`config.mk`:
```
export PLATFORM = sky130hd
export DESIGN_NAME = hostcmd_port
export DESIGN_NICKNAME = d
export VERILOG_FILES = /design/src/rtl/hostcmd_pkg.sv /design/src/rtl/hostcmd_pair.sv /design/src/rtl/hostcmd_decode.sv /design/src/rtl/hostcmd_ca_guard.sv /design/src/rtl/hostcmd_port.sv
export SDC_FILE = /design/constraint.sdc
export NUM_CORES = 1
export LEC_CHECK = 0
export BUFFER_PORTS_ARGS = -buffer_cell sky130_fd_sc_hd__buf_4
export CAP_MARGIN = 25
export CORE_UTILIZATION = 53
export CTS_BUF_LIST = sky130_fd_sc_hd__clkbuf_8
export CTS_CLUSTER_SIZE = 12
export DETAILED_ROUTE_END_ITERATION = 8
export GPL_ROUTABILITY_DRIVEN = 0
export PLACE_DENSITY_LB_ADDON = 0.2
export SETUP_SLACK_MARGIN = 0.3
export SLEW_MARGIN = 20
export SYNTH_ARGS = -nofsm -noshare
export SYNTH_HDL_FRONTEND = slang
export SYNTH_SLANG_ARGS = --single-unit
```
`constraint.sdc`:
```
create_clock -name clk -period 1.95 [get_ports clk]
set_input_delay 0.0975 -clock clk [delete_from_list [all_inputs] [get_ports clk]]
set_output_delay 0.0975 -clock clk [all_outputs]
set_load 0.005 [all_outputs]
```
`src/rtl/hostcmd_pkg.sv`:
```
package hostcmd_pkg;

  typedef enum logic [1:0] {
    FN_PRESET   = 2'd0,
    FN_SELFTEST = 2'd1,
    FN_ALTCFG   = 2'd2,
    FN_DUMP     = 2'd3
  } port_fn_e;

  // A code is usable only when its upper two bits are clear.
  function automatic logic code_valid(input logic [3:0] nib);
    return (nib[3:2] == 2'b00);
  endfunction

  function automatic port_fn_e code_to_fn(input logic [3:0] nib);
    return port_fn_e'(nib[1:0]);
  endfunction

  // Saturating increment used by the guard counters.
  function automatic logic [7:0] sat_inc(input logic [7:0] v, input logic en,
                                         input logic [7:0] lim);
    if (!en || v >= lim) return v;
    return v + 8'd1;
  endfunction

endpackage

```
`src/rtl/hostcmd_pair.sv`:
```
module hostcmd_pair #(
  parameter int HALF_W = 16
) (
  input  logic                clk,
  input  logic                rst_n,
  input  logic                port_wr,
  input  logic [HALF_W-1:0]   wr_data,
  output logic                hold_o,
  output logic                expect_second,
  output logic                second_evt,
  output logic [2*HALF_W-1:0] word_o
);
  logic [HALF_W-1:0] low_q;
  logic              phase_q;
  logic              hold_q;

  assign expect_second = phase_q;
  assign second_evt    = port_wr & phase_q;
  assign word_o        = {wr_data, low_q};
  assign hold_o        = hold_q;

  always_ff @(posedge clk) begin
    if (!rst_n) begin
      phase_q <= 1'b0;
      hold_q  <= 1'b0;
      low_q   <= '0;
    end else if (port_wr) begin
      if (!phase_q) begin
        low_q   <= wr_data;
        phase_q <= 1'b1;
        hold_q  <= 1'b1;
      end else begin
        phase_q <= 1'b0;
        hold_q  <= 1'b0;
      end
    end
  end
endmodule

```
`src/rtl/hostcmd_decode.sv`:
```
module hostcmd_decode
  import hostcmd_pkg::*;
#(
  parameter int WORD_W = 32,
  parameter logic [WORD_W-5:0] DEF_CFG_PTR = '1
) (
  input  logic              clk,
  input  logic              rst_n,
  input  logic              fire,
  input  logic [WORD_W-1:0] word,
  output logic              cmd_stb,
  output port_fn_e          cmd_func,
  output logic [WORD_W-5:0] cmd_addr,
  output logic [WORD_W-5:0] cfg_ptr,
  output logic              preset_evt,
  output logic              bad_evt
);
  logic     ok_w;
  port_fn_e fn_w;

  assign ok_w       = code_valid(word[3:0]);
  assign fn_w       = code_to_fn(word[3:0]);
  assign preset_evt = fire & ok_w & (fn_w == FN_PRESET);
  assign bad_evt    = fire & ~ok_w;

  always_ff @(posedge clk) begin
    if (!rst_n) begin
      cmd_stb  <= 1'b0;
      cmd_func <= FN_PRESET;
      cmd_addr <= '0;
      cfg_ptr  <= DEF_CFG_PTR;
    end else begin
      cmd_stb <= fire & ok_w;
      if (fire & ok_w) begin
        cmd_func <= fn_w;
        cmd_addr <= word[WORD_W-1:4];
        if (fn_w == FN_ALTCFG) cfg_ptr <= word[WORD_W-1:4];
      end
    end
  end
endmodule

```
`src/rtl/hostcmd_ca_guard.sv`:
```
module hostcmd_ca_guard
  import hostcmd_pkg::*;
#(
  parameter int SYS_GAP = 10,
  parameter int SER_GAP = 5
) (
  input  logic clk,
  input  logic rst_n,
  input  logic arm,
  input  logic ser_tick,
  input  logic chan_att,
  output logic win_o,
  output logic ca_reject,
  output logic ca_init
);
  localparam logic [7:0] SYS_LIM = 8'(SYS_GAP);
  localparam logic [7:0] SER_LIM = 8'(SER_GAP);

  logic [7:0] sys_q, ser_q, sys_nx, ser_nx;
  logic       win_q;

  assign sys_nx = sat_inc(sys_q, 1'b1, SYS_LIM);
  assign ser_nx = sat_inc(ser_q, ser_tick, SER_LIM);
  assign win_o  = win_q;

  always_ff @(posedge clk) begin
    if (!rst_n) begin
      win_q     <= 1'b0;
      sys_q     <= '0;
      ser_q     <= '0;
      ca_reject <= 1'b0;
      ca_init   <= 1'b0;
    end else begin
      ca_reject <= chan_att & win_q;
      ca_init   <= chan_att & ~win_q;
      if (arm) begin
        win_q <= 1'b1;
        sys_q <= '0;
        ser_q <= '0;
      end else if (win_q) begin
        sys_q <= sys_nx;
        ser_q <= ser_nx;
        win_q <= !((sys_nx >= SYS_LIM) && (ser_nx >= SER_LIM));
      end
    end
  end
endmodule

```
`src/rtl/hostcmd_port.sv`:
```
module hostcmd_port
  import hostcmd_pkg::*;
#(
  parameter int HALF_W  = 16,
  parameter int SYS_GAP = 10,
  parameter int SER_GAP = 5,
  parameter logic [2*HALF_W-5:0] DEF_CFG_PTR = '1
) (
  input  logic                clk,
  input  logic                rst_n,
  input  logic                port_wr,
  input  logic [HALF_W-1:0]   wr_data,
  input  logic                ser_tick,
  input  logic                chan_att,
  output logic                hold_o,
  output logic                cmd_stb,
  output logic [1:0]          cmd_func,
  output logic [2*HALF_W-5:0] cmd_addr,
  output logic [2*HALF_W-5:0] cfg_ptr,
  output logic                ca_reject,
  output logic                ca_init
);
  localparam int WORD_W = 2 * HALF_W;

  logic              expect_second;
  logic              second_evt;
  logic [WORD_W-1:0] word_w;
  logic              preset_evt;
  logic              bad_evt;
  logic              win;
  port_fn_e          fn_w;

  hostcmd_pair #(.HALF_W(HALF_W)) u_pair (
    .clk(clk), .rst_n(rst_n), .port_wr(port_wr), .wr_data(wr_data),
    .hold_o(hold_o), .expect_second(expect_second),
    .second_evt(second_evt), .word_o(word_w)
  );

  hostcmd_decode #(.WORD_W(WORD_W), .DEF_CFG_PTR(DEF_CFG_PTR)) u_dec (
    .clk(clk), .rst_n(rst_n), .fire(second_evt), .word(word_w),
    .cmd_stb(cmd_stb), .cmd_func(fn_w), .cmd_addr(cmd_addr),
    .cfg_ptr(cfg_ptr), .preset_evt(preset_evt), .bad_evt(bad_evt)
  );

  hostcmd_ca_guard #(.SYS_GAP(SYS_GAP), .SER_GAP(SER_GAP)) u_guard (
    .clk(clk), .rst_n(rst_n), .arm(preset_evt), .ser_tick(ser_tick),
    .chan_att(chan_att), .win_o(win), .ca_reject(ca_reject),
    .ca_init(ca_init)
  );

  assign cmd_func = fn_w;
endmodule

```
# ---- Word level (Yosys, flattened, before mapping)
# Index checks and enable logic that the tools add are counted.
dict set report totals {
  register_bits 95
  input_bits 21
  out_inout_bits 62
  word_cells 44
}
dict set report classes {
  add_sub_neg 2
  n_lt_le_gt_ge 4
  eq_ne 1
  n_mux 9
  n_bitwise 8
  reduce_logical 9
}
# op count
set op_table {}
lappend op_table {{2-to-1 mux 8 bit} 4}
lappend op_table {{adder 8 x 1 -> 8 bit (second input constant)} 2}
lappend op_table {{>= comparator 8 x 3 -> 1 bit (second input constant)} 2}
lappend op_table {{>= comparator 8 x 4 -> 1 bit (second input constant)} 2}
lappend op_table {{bitwise AND 1 bit} 5}
lappend op_table {{2-to-1 mux 1 bit} 5}
lappend op_table {{logical NOT 2 bit} 2}
lappend op_table {{AND reduction 2 bit} 2}
lappend op_table {{inverter 1 bit} 3}
lappend op_table {{equality test 2 bit (second input constant)} 1}
lappend op_table {{logical NOT 1 bit} 2}
lappend op_table {{OR reduction 2 bit} 1}
lappend op_table {{logical AND 1 bit} 1}
lappend op_table {{logical OR 1 bit} 1}

# ---- Logic depth before layout (Yosys ltp)
dict set report depth {
  depth_word 9
  mapped_depth 7
  ltp_nobuf 6
}

# ---- Hierarchy
# From an unflattened synthesis, not the netlist that was laid out.
dict set report unflattened {
  cells_unflattened 449
  area_unflattened_um2 3975.1
}
# mod instances cells_per_inst area_each_um2 seq_area_each_um2
set by_module_without_submodules {}
lappend by_module_without_submodules {hostcmd_decode 1 265 2252.2 1181.1}
lappend by_module_without_submodules {hostcmd_ca_guard 1 92 885.8 380.4}
lappend by_module_without_submodules {hostcmd_pair 1 92 837.1 340.3}

# ---- Worst setup path before layout
# Ideal clock, no wire load.
dict set report synth_path {
  kind {flip-flop to flip-flop}
  start {reg u_guard.ser_q[1]}
  end {reg u_guard.ser_q[2]}
  setup_ns 0.068
  arrival_time_ns 1.408
  required_ns 1.882
  slack_ns 0.474
  path_stages_with_launch 7
  path_buffers 0
  period_less_slack_ns 1.476
  path_cell_list {dfxtp_1 > inv_1 > ha_1 > nor2b_1 > o2111ai_2 > or3_1 > a21oi_2}
}
dict set report synth_via {
  elab_chain_cells 4
  elab_cells_between_ends 5
  cone_classes {add/sub: 1; order compare: 1; mux: 2; reduce/logical: 1}
}
# element line
set synth_lines {}
lappend synth_lines {{start: declaration} hostcmd_ca_guard.sv:19} ;# logic [7:0] sys_q, ser_q, sys_nx, ser_nx;
lappend synth_lines {{start signal: assignment} hostcmd_ca_guard.sv:42} ;# ser_q <= ser_nx;
lappend synth_lines {{>= comparator 8 x 3 -> 1 bit} hostcmd_pkg.sv:22} ;# if (!en || v >= lim) return v;
lappend synth_lines {{logical OR 1 bit} hostcmd_pkg.sv:22}
lappend synth_lines {{2-to-1 mux 1 bit} hostcmd_pkg.sv:22}
lappend synth_lines {{2-to-1 mux 8 bit *} hostcmd_pkg.sv:23} ;# return v + 8'd1;
# Every way passes the cells marked *; elsewhere a longest branch is shown, timed or not.
# A chain may end at the register's enable or synchronous reset.

# ---- Final worst setup path
dict set report layout_path {
  start {reg u_pair.phase_q (netlist: u_pair.expect_second)}
  end {reg u_dec.cfg_ptr[22]}
}
dict set report layout_via {
  elab_chain_cells 3
}
# element line
set layout_lines {}
lappend layout_lines {{start: declaration} hostcmd_pair.sv:14} ;# logic phase_q;
lappend layout_lines {{start signal: assignment} hostcmd_pair.sv:24} ;# phase_q <= 1'b0;
lappend layout_lines {{start signal: assignment} hostcmd_pair.sv:30} ;# phase_q <= 1'b1;
lappend layout_lines {{start signal: assignment} hostcmd_pair.sv:33} ;# phase_q <= 1'b0;
lappend layout_lines {{bitwise AND 1 bit} hostcmd_pair.sv:18} ;# assign second_evt = port_wr & phase_q;
lappend layout_lines {{bitwise AND 1 bit} hostcmd_decode.sv:34} ;# if (fire & ok_w) begin
lappend layout_lines {{AND reduction 2 bit (no line)} --}
lappend layout_lines {{end signal: assignment} hostcmd_decode.sv:37} ;# if (fn_w == FN_ALTCFG) cfg_ptr <= word[WORD_W-1:4];
lappend layout_lines {{end: declaration} hostcmd_decode.sv:14} ;# output logic [WORD_W-5:0] cfg_ptr,
# Every way passes these cells.

==> impl_metrics.json <==
{
  "grt_pass1_vias": 2891,
  "dp_hpwl_mm": 5.592,
  "grtUsageTotal_pct": 24.85,
  "drt_first_pass_iters": 6,
  "die_h_um": 84.37,
  "violations": "DRC",
  "path_clk_slew_ns": 0.09,
  "finalMaxSlewViolations": 0,
  "worst_setup_path_start_kind": "flip-flop",
  "cts_root_buf": "clkbuf_8",
  "reg2reg_slack_ns": 0.36,
  "netlist_area_um2": 3596,
  "rsz0062_at_grt": "yes",
  "grt_max_degree": 77,
  "crit_slowest_cell": "dfxtp_1",
  "seqCellArea_um2": 1907,
  "antenna_found_initial": 0,
  "worstMarginPinSlew_ns": 0.7079,
  "cap_violations": 0,
  "tns_ns": 0,
  "grt_pass1_wl_mm": 13.93,
  "cp_max_fo": 18,
  "die_area_um2": 7118,
  "multi_input_area_um2": 1588,
  "synth_edf_count": 0,
  "start_util_pct": 55.68,
  "area_growth_pct": 29.58,
  "numCtsBuffers": 9,
  "finalCriticalPeriod_ns": 1.592,
  "synth_cell_type_count": 38,
  "drt_iter0_drc": 123,
  "synth_ff_type": "dfxtp_1",
  "setup_viol": 0,
  "ir_worst_vdd_uv": 446.2,
  "hp-class": "in2reg",
  "ys_ff_latch": 95,
  "cpLargestDelayFamily": "simple AND/OR/NAND/NOR gates",
  "drive_above_1_share_pct": 21.81,
  "async_flop_share_pct": 0,
  "vias": 3108,
  "die_w_um": 84.37,
  "clock_latency_ns": 0.36,
  "via_per_inst": 5.224,
  "ant_nets": 0,
  "drc": 10,
  "syn-mean-instance-area_um2": 8.541,
  "dp.cells": 562,
  "htree_levels": 3,
  "synth_fp_nets": 447,
  "cp-end-kind": "flip-flop",
  "insertedDiodeCount": 0,
  "postSynthCellCount": 421,
  "final_cell_count_no_fill": 595,
  "final.period_utilization_pct": 81.66,
  "ys_seq_area_share_pct": 52.89,
  "place_area_um2": 4260,
  "coreArea_um2": 6459,
  "power_density_nw_per_um2": 782.5,
  "yosysWarnings": 0,
  "status": "finished, violations left",
  "clk_path_buf_depth": 2,
  "finalClockSkew_ns": 0.01122,
  "hold_viol_final": 0,
  "slowest_delay_ns": 0.42,
  "cellLeakagePower_nw": 2.010,
  "relSlewSlack_pct": 52.81,
  "cp_num_buf_inv": 1,
  "postCtsSetupBuffers": 0,
  "fin_area_um2": 4659,
  "path_cells": "and4bb_1, nand3_2, buf_4, nand2_1, nand3_1",
  "cts_tree": "yes",
  "overflow": 0,
  "max_freq_ghz": 0.6280,
  "wl_per_cell_um": 14.43,
  "ioPinCount": 83,
  "finalNetCount": 539,
  "clock-sinks": 95,
  "row_count": 29,
  "arrival_ns": 1.80,
  "fillCellCount": 514,
  "portBuffers": 82,
  "critical_path_required_ns": 2.16,
  "drt-total-wl_mm": 8.583,
  "critPathKind": "reg2reg"
}
## metrics by stage
| stage | setup slack (ns) | total power [W] | util [%] | hold slack (ns) |
|---|---|---|---|---|
| floorplan | 0.4743 | 0.002249 | - | 0.2202 |
| global placement | 0.3947 | 0.002375 | 65.96 | 0.3225 |
| detailed placement | 0.2900 | 0.002388 | 65.96 | 0.3390 |
| CTS | 0.3154 | 0.003658 | 71.62 | 0.00003883 |
| global route | 0.2628 | 0.003789 | 72.14 | 0.009033 |
| finish | 0.3577 | 0.003646 | 72.14 | 0.009676 |
## cell usage in the layout, fill, tap and decap left out, types with 2 or more instances in the layout
| cell type | Yosys | layout |
|---|---|---|
| dfxtp_1 | 95 | 93 |
| nand3_1 | 30 | 30 |
| o21ai_0 | 3 | 2 |
| inv_1 | 7 | 10 |
| dlygate4sd3_1 | 0 | 17 |
| nand2_1 | 153 | 153 |
| buf_4 | 3 | 88 |
| a21oi_1 | 2 | 2 |
| xnor2_1 | 2 | 2 |
| o31ai_1 | 3 | 2 |
| a21boi_0 | 46 | 46 |
| nor2b_1 | 6 | 4 |
| ha_1 | 5 | 5 |
| and2_1 | 9 | 9 |
| clkbuf_8 | 0 | 10 |
| and3_1 | 3 | 3 |
| nor2_1 | 8 | 8 |
| nand2b_1 | 4 | 4 |
## cell usage after synthesis, types with 2 or more instances
master	number	area, um^2
dfxtp_1	95	1902
nand2b_1	4	25.02
a21boi_0	46	345.3
nand3_1	30	150.1
a21oi_1	2	10.01
inv_1	7	26.28
o31ai_1	3	22.52
nor2b_1	6	37.54
o21ai_0	3	15.01
and2_1	9	56.30
and3_1	3	18.77
buf_2	6	30.03
clkbuf_1	15	56.30
nor2_1	8	30.03
buf_4	3	22.52
nand2_1	153	574.3
a221oi_1	2	17.52
xnor2_1	2	17.52
ha_1	5	62.56
## per-layer routing
| metal | part of all wire [%] | vias to the layer above | GRT usage, % |
|---|---|---|---|
| met5 | 0 | - | 0 |
| met1 | 45 | 1453 | 32.54 |
| met3 | 6.4 | 11 | 6.195 |
| met4 | 1.4 | 0 | 9.553 |
| met2 | 47 | 95 | 39.87 |
| li1 | - | 1549 | - |
## final timing paths
| kind | start | to | cells after the start |
|---|---|---|---|
| worst min-delay path | wr_data[10] | u_dec.cfg_ptr[22] | 3 |
| worst max register to register | u_pair.expect_second | u_dec.cfg_ptr[22] | 5 |
| worst max-delay path | u_pair.expect_second | u_dec.cfg_ptr[22] | 5 |
| worst min register to register | u_dec.cmd_addr[27] | u_dec.cmd_addr[27] | 2 |
## registers in the layout, indices dropped and copies added (netlist names)
| register | flops |
|---|---|
| u_pair.expect_second | 1 |
| u_pair.low_q | 16 |
| u_guard.sys_q | 8 |
| u_dec.cfg_ptr | 28 |
| u_dec.cmd_stb | 1 |
| u_guard.ca_reject | 1 |
| u_dec.cmd_func | 2 |
| u_dec.cmd_addr | 28 |
| u_guard.ser_q | 8 |
| u_guard.win_o | 1 |
| u_guard.ca_init | 1 |
## worst register-to-register path, cell delays in order, from the launching register on
cell and delay (ns):
dfxtp_1 0.42, and4bb_1 0.30, nand3_2 0.24, buf_4 0.29, nand2_1 0.10, nand3_1 0.08
## power breakdown
part           internal (W)  total, W  switching [W]
Combinational      0.000169  0.000348       0.000179
Clock              0.000613   0.00126       0.000648
Sequential          0.00199   0.00204      0.0000429
Total               0.00278   0.00365       0.000870
## repair_timing
item,in CTS,in global routing
endpoints found under the setup margin,2,4
resized for setup,2,8
pin swaps,0,1
hold endpoints to repair,17,0
hold buffers,17,0
## cell families (layout without fill, tap and decap cells)
| kind of cell | count (synthesis) | in the layout | synth area share (%) |
|---|---|---|---|
| adders and majority gates | 5 | 5 | 1.740 |
| muxes | 1 | 1 | 0.2784 |
| and+or+nand+nor | 222 | 222 | 27.35 |
| xor gates and xnor gates | 3 | 3 | 0.7308 |
| AOI/OAI and AO/OA | 63 | 63 | 13.15 |
| buffers and inverters | 32 | 129 | 3.862 |
| DFF | 95 | 95 | 52.89 |
## final cells by class
class | instances | area share, %
inverters | 7 | 0.5639
clock buffers | 10 | 2.954
well taps | 77 | 2.068
repair buffers | 106 | 18.26
flip-flops and latches | 95 | 40.92
multi-input cells | 294 | 34.08
clock inverters | 6 | 1.155
No activity file was read; power rests on OpenSTA's default activity.
